==> src/rtl/quad_interp_pkg.sv <==
package quad_interp_pkg;
  typedef struct packed {
    logic load;
    logic emit;
  } ctrlStrobes_t;
endpackage

==> src/rtl/quad_interp_ctrl.sv <==
module quad_interp_ctrl
  import quad_interp_pkg::*;
#(
  parameter int FRAC_W = 2
) (
  input  logic              clk,
  input  logic              rstN,
  input  logic              sampleValid,
  input  logic              tick4x,
  output ctrlStrobes_t      strobes,
  output logic [FRAC_W-1:0] phase
);
  logic [1:0] fillCnt;
  logic       filled;

  assign filled = (fillCnt == 2'd2);

  always_ff @(posedge clk) begin
    if (!rstN) begin
      fillCnt <= '0;
    end else if (sampleValid && !filled) begin
      fillCnt <= fillCnt + 2'd1;
    end
  end

  always_ff @(posedge clk) begin
    if (!rstN) begin
      phase <= '0;
    end else if (sampleValid) begin
      phase <= '0;
    end else if (tick4x) begin
      phase <= phase + 1'b1;
    end
  end

  always_comb begin
    strobes.load = sampleValid;
    strobes.emit = tick4x && filled;
  end

  // a new real sample restarts the phase
  assert_phase_clear_R10: assert property (@(posedge clk) disable iff (!rstN)
    sampleValid |=> (phase == '0));

  // a plain tick advances the phase by one, with wrap
  assert_phase_step_R9: assert property (@(posedge clk) disable iff (!rstN)
    (tick4x && !sampleValid) |=> (phase == $past(phase) + 1'b1));
endmodule

==> src/rtl/quad_interp_datapath.sv <==
module quad_interp_datapath
  import quad_interp_pkg::*;
#(
  parameter int DATA_W = 12,
  parameter int FRAC_W = 2
) (
  input  logic                     clk,
  input  logic                     rstN,
  input  logic [DATA_W-1:0]        sampleIn,
  input  ctrlStrobes_t             strobes,
  input  logic [FRAC_W-1:0]        phase,
  output logic [DATA_W+FRAC_W-1:0] outData,
  output logic                     outValid
);
  localparam int OUT_W = DATA_W + FRAC_W;
  localparam int STEPS = 1 << FRAC_W;

  logic [DATA_W-1:0] older;
  logic [DATA_W-1:0] newer;
  logic [OUT_W-1:0]  olderWide;
  logic [OUT_W-1:0]  newerWide;
  logic [OUT_W-1:0]  points [STEPS];

  assign olderWide = {{FRAC_W{1'b0}}, older};
  assign newerWide = {{FRAC_W{1'b0}}, newer};

  always_ff @(posedge clk) begin
    if (!rstN) begin
      older <= '0;
      newer <= '0;
    end else if (strobes.load) begin
      older <= newer;
      newer <= sampleIn;
    end
  end

  for (genvar k = 0; k < STEPS; k++) begin : gPoint
    localparam logic [OUT_W-1:0] W_OLD = OUT_W'(STEPS - k);
    localparam logic [OUT_W-1:0] W_NEW = OUT_W'(k);
    assign points[k] = W_OLD * olderWide + W_NEW * newerWide;
  end

  always_ff @(posedge clk) begin
    if (!rstN) begin
      outData  <= '0;
      outValid <= 1'b0;
    end else begin
      outValid <= strobes.emit;
      if (strobes.emit) outData <= points[phase];
    end
  end

  // the previous newer sample shifts into the older register
  assert_shift_R2: assert property (@(posedge clk) disable iff (!rstN)
    strobes.load |=> (older == $past(newer)));

  // phase zero output carries zero fractional bits
  assert_pad_zero_R5: assert property (@(posedge clk) disable iff (!rstN)
    (strobes.emit && phase == '0) |=> (outData[FRAC_W-1:0] == '0));
endmodule

==> src/rtl/quad_interp_upsampler.sv <==
module quad_interp_upsampler
  import quad_interp_pkg::*;
#(
  parameter int DATA_W = 12,
  parameter int FRAC_W = 2
) (
  input  logic                     clk,
  input  logic                     rstN,
  input  logic [DATA_W-1:0]        sampleIn,
  input  logic                     sampleValid,
  input  logic                     tick4x,
  output logic [DATA_W+FRAC_W-1:0] outData,
  output logic                     outValid
);
  ctrlStrobes_t      strobes;
  logic [FRAC_W-1:0] phase;

  quad_interp_ctrl #(.FRAC_W(FRAC_W)) ctrl (
    .clk(clk), .rstN(rstN), .sampleValid(sampleValid), .tick4x(tick4x),
    .strobes(strobes), .phase(phase)
  );

  quad_interp_datapath #(.DATA_W(DATA_W), .FRAC_W(FRAC_W)) datapath (
    .clk(clk), .rstN(rstN), .sampleIn(sampleIn), .strobes(strobes),
    .phase(phase), .outData(outData), .outValid(outValid)
  );

  // every output strobe follows a tick on the previous edge
  assert_valid_after_tick_R4: assert property (@(posedge clk) disable iff (!rstN)
    outValid |-> $past(tick4x));
endmodule

==> config.mk <==
export PLATFORM = sky130hd
export DESIGN_NAME = quad_interp_upsampler
export DESIGN_NICKNAME = d
export VERILOG_FILES = /design/src/rtl/quad_interp_pkg.sv /design/src/rtl/quad_interp_ctrl.sv /design/src/rtl/quad_interp_datapath.sv /design/src/rtl/quad_interp_upsampler.sv
export SDC_FILE = /design/constraint.sdc
export NUM_CORES = 1
export LEC_CHECK = 0
export CAP_MARGIN = 20
export CORE_UTILIZATION = 30
export CTS_CLUSTER_DIAMETER = 60
export DETAILED_ROUTE_END_ITERATION = 6
export DONT_BUFFER_PORTS = 1
export PLACE_DENSITY = 0.44
export SKIP_CTS_REPAIR_TIMING = 1
export SYNTH_ARGS = -nofsm -noshare
export SYNTH_HDL_FRONTEND = slang
export SYNTH_SLANG_ARGS = --single-unit
==> constraint.sdc <==
create_clock -name clk -period 3.2 [get_ports clk]
set_input_delay 0.32 -clock clk [delete_from_list [all_inputs] [get_ports clk]]
set_output_delay 0.32 -clock clk [all_outputs]
set_load 0.005 [all_outputs]
==> metrics <==
CP Launch Type register; Synth Register Bits 43; synthesized net count 498; area delta synth->final 10.4%; Final Max Tran Viols 0; P_leak around 1.8 nW; Seq pwr share between 30% and 40%; Routed wire per std cell 16.8 um; drt total wl around 9900 um; worst hold margin around 150 ps; commonest cells in the netlist 43 x dfxtp_1, 37 x ha_1, 32 x nor2b_1; largest net degree at the start of global routing 43; P_sw ~0.44 mW; count leader, synth dfxtp_1; fin crit share around 90%; PortBufs 0; Syn Area/Cell ~9.3 um^2; Final Hold Fails 0; clk slew on worst S/H paths ~70 ps; Net Sw Frac about 29%; number of max-cap violations 0; Max stage delay on crit path 490 ps; top cells by area, synth dfxtp_1 22%, fa_1 13%, ha_1 12%; Max Root-Sink Buffers 2; Clock Skews 7.97 ps; CTS Buf Count 5; gp weighted congestion between 0.7 and 0.8; first-pass GRT wire length ~16,000 um; Cell Area, Synth roughly 0.0039 mm^2; worst-skew pair later-pin latency 300 ps; post-synthesis mux area share roughly 8.7%; main combinational cell family by area after synthesis adder cells; Synth Area in XOR/XNOR 6.08%; hpwl dp approximately 7700 um; endpoints failing setup 0; Compound-Gate Fraction of Synth Area between 20% and 30%; status completed; Comb pwr share roughly 23%; Antenna diodes 0; Pwr Density around 360 mW/mm^2; Post-Synth Simple-Gate Area about 15%; CP required between 3000 and 4000 ps; routed vias slightly above 3,000; Tmin final 2970 ps; DRT iter0 DRCs about 140; die area 0.0134 mm^2; number of cells on the worst hold path 1; post-route ant nets 0; CTS tree yes; overall die height 116 um; R2R Path Start datapath.older[1]$_SDFFE_PN0P_; Cell variety after synth 56; R2R setup slack roughly 230 ps; fraction of layout cells with a size suffix above 1 a little under 7%; Area after DPL between 0.004 and 0.005 mm^2; vias in the first global route approximately 3,000; fin util 34.0%; CP cell instances fa_1, ha_1, fa_1, nand3_1, a21o_1, a21oi_1, a211o_1, or2_0, a311oi_1, o21ai_1; post-synthesis adder-cell area fraction 24.8%; Synth area leader dfxtp_1; pre-CTS setup slack 181 ps; PnR worst setup slack 235 ps; Rows 41; top_reg_cell synth dfxtp_1; hold wc startpoint rstN; critical path capture point type register; crit path max fanout 7; I/O Pins 31; Synth Warn # 0; Mapped Cells 420; Initial Util ~31%; Critical Path AT around 3200 ps; DRC viols 0; post-synthesis sequential area ratio between 20 and 25%; gr usage total between 15 and 20%; relative slew slack about 65%; Worst path most repeated cell fa_1; TNS Setup 0 ps; top cell type's share of synthesized area around 22%; P_int approximately 1.1 mW; Max VDD drop approximately 0.19 mV; cell area after layout 0.00429 mm^2; Hold EP ctrl.fillCnt[0]$_SDFFE_PN0P_; H-tree depth 2; gr ovfl total 0; kind of critical path register to register; Die X 116 um; core footprint 0.0126 mm^2; nets@finish roughly 500; TritonCTS sink count 43; worst r2r path cells 10; fill count between 1,000 and 1,500; Via density a little over 5; worst hold path type input port to register; initial antenna violation count 0; Crit Reg-Reg Endpoint datapath.outData[11]$_SDFFE_PN0P_; clock root buffer clkbuf_16; Worst Max-Slew Pin Slew 521 ps; Post-synth ARST share 0%; Max Freq around 340 MHz; DR pass1 iterations 4; RSZ-0062 raised after global routing no; EDFF count, synth 0; clock power share 39.1%; critical path's slowest cell dfxtp_1
==> routing by layer <==
| layer | GRT usage [%] | up-vias | wire length, um |
|---|---|---|---|
| met3 | 3.35 | 7 | 320 |
| met4 | 3.85 | 0 | 81 |
| met2 | 28.1 | 33 | 4930 |
| met1 | 19.6 | 1466 | 4610 |
| li1 | - | 1525 | - |
| met5 | 0 | - | 0 |
==> power by group through the flow <==
stage               clock network, mW  logic, mW  registers (mW)
global placement                    0      0.348           0.612
finish                          0.609      0.349           0.598
floorplan                           0      0.281           0.604
CTS                             0.635      0.351           0.600
global route                    0.654      0.395           0.603
detailed placement                  0      0.349           0.612
==> cell usage in the layout (no fill, tap or decap), types with 4 or more instances in the layout <==
cell / instances
dfxtp_1: 42
ha_1: 37
nor2b_1: 32
nor2_1: 31
a21oi_1: 27
mux2i_1: 26
fa_1: 25
nand2_1: 20
xnor2_1: 19
o21ai_0: 17
inv_1: 10
nand3_1: 10
buf_4: 10
a21o_1: 8
a211oi_1: 8
xor2_1: 8
nor3_1: 7
nand2b_1: 6
a31oi_1: 6
o21a_1: 6
clkbuf_16: 5
o21ai_1: 4
a21boi_0: 4
==> how the worst max path moves through the flow <==
stage / to / startpoint / cells after the start
after floorplan: datapath.outData[11]$_SDFFE_PN0P_ / datapath.newer[1]$_SDFFE_PN0P_ / 10
after global placement: datapath.outData[9]$_SDFFE_PN0P_ / datapath.newer[1]$_SDFFE_PN0P_ / 9
after detailed placement: datapath.outData[9]$_SDFFE_PN0P_ / datapath.newer[1]$_SDFFE_PN0P_ / 9
after CTS: datapath.outData[11]$_SDFFE_PN0P_ / datapath.newer[1]$_SDFFE_PN0P_ / 9
after global routing: datapath.outData[11]$_SDFFE_PN0P_ / datapath.older[1]$_SDFFE_PN0P_ / 9
final: datapath.outData[11]$_SDFFE_PN0P_ / datapath.older[1]$_SDFFE_PN0P_ / 10
==> state kept, by name, indices dropped and copies added (netlist names) <==
signal	cells
datapath.outData	14
datapath.newer	12
datapath.older	12
ctrl.fillCnt	2
ctrl.phase	2
datapath.outValid	1
==> final cells by class <==
| cell class | count | area (um^2) | area share (%) |
|---|---|---|---|
| Sequential cell | 43 | 862 | 20.1 |
| Clock inverter | 2 | 35.0 | 0.816 |
| Inverter | 10 | 37.5 | 0.875 |
| Clock buffer | 6 | 139 | 3.24 |
| Tap cell | 172 | 215 | 5.01 |
| Multi-Input combinational cell | 350 | 2930 | 68.2 |
| Timing Repair Buffer | 10 | 75.1 | 1.75 |
==> metrics by stage <==
step | cells | total power [mW]
6_report | 593 | 1.56
5_1_grt | 593 | 1.65
4_1_cts | 593 | 1.59
3_5_place_dp | 585 | 0.961
3_3_place_gp | 585 | 0.960
2_1_floorplan | 420 | 0.885
==> logic make-up after synthesis <==
| logic type | count (synthesis) |
|---|---|
| fa+ha+maj | 62 |
| xor+xnor | 27 |
| mux | 30 |
| simple gates | 117 |
| flops | 43 |
| compound gates | 114 |
| buf+inv | 27 |
==> worst max-delay path: cells and delay by family (launching register included) <==
kind                     cells  cell delay, ps
flip-flops                   1             490
AND/OR/NAND/NOR              2             320
AO/OA/AOI/OAI                5             870
adder cells (fa/ha/maj)      3            1170
(Power assumes the default switching activity.)
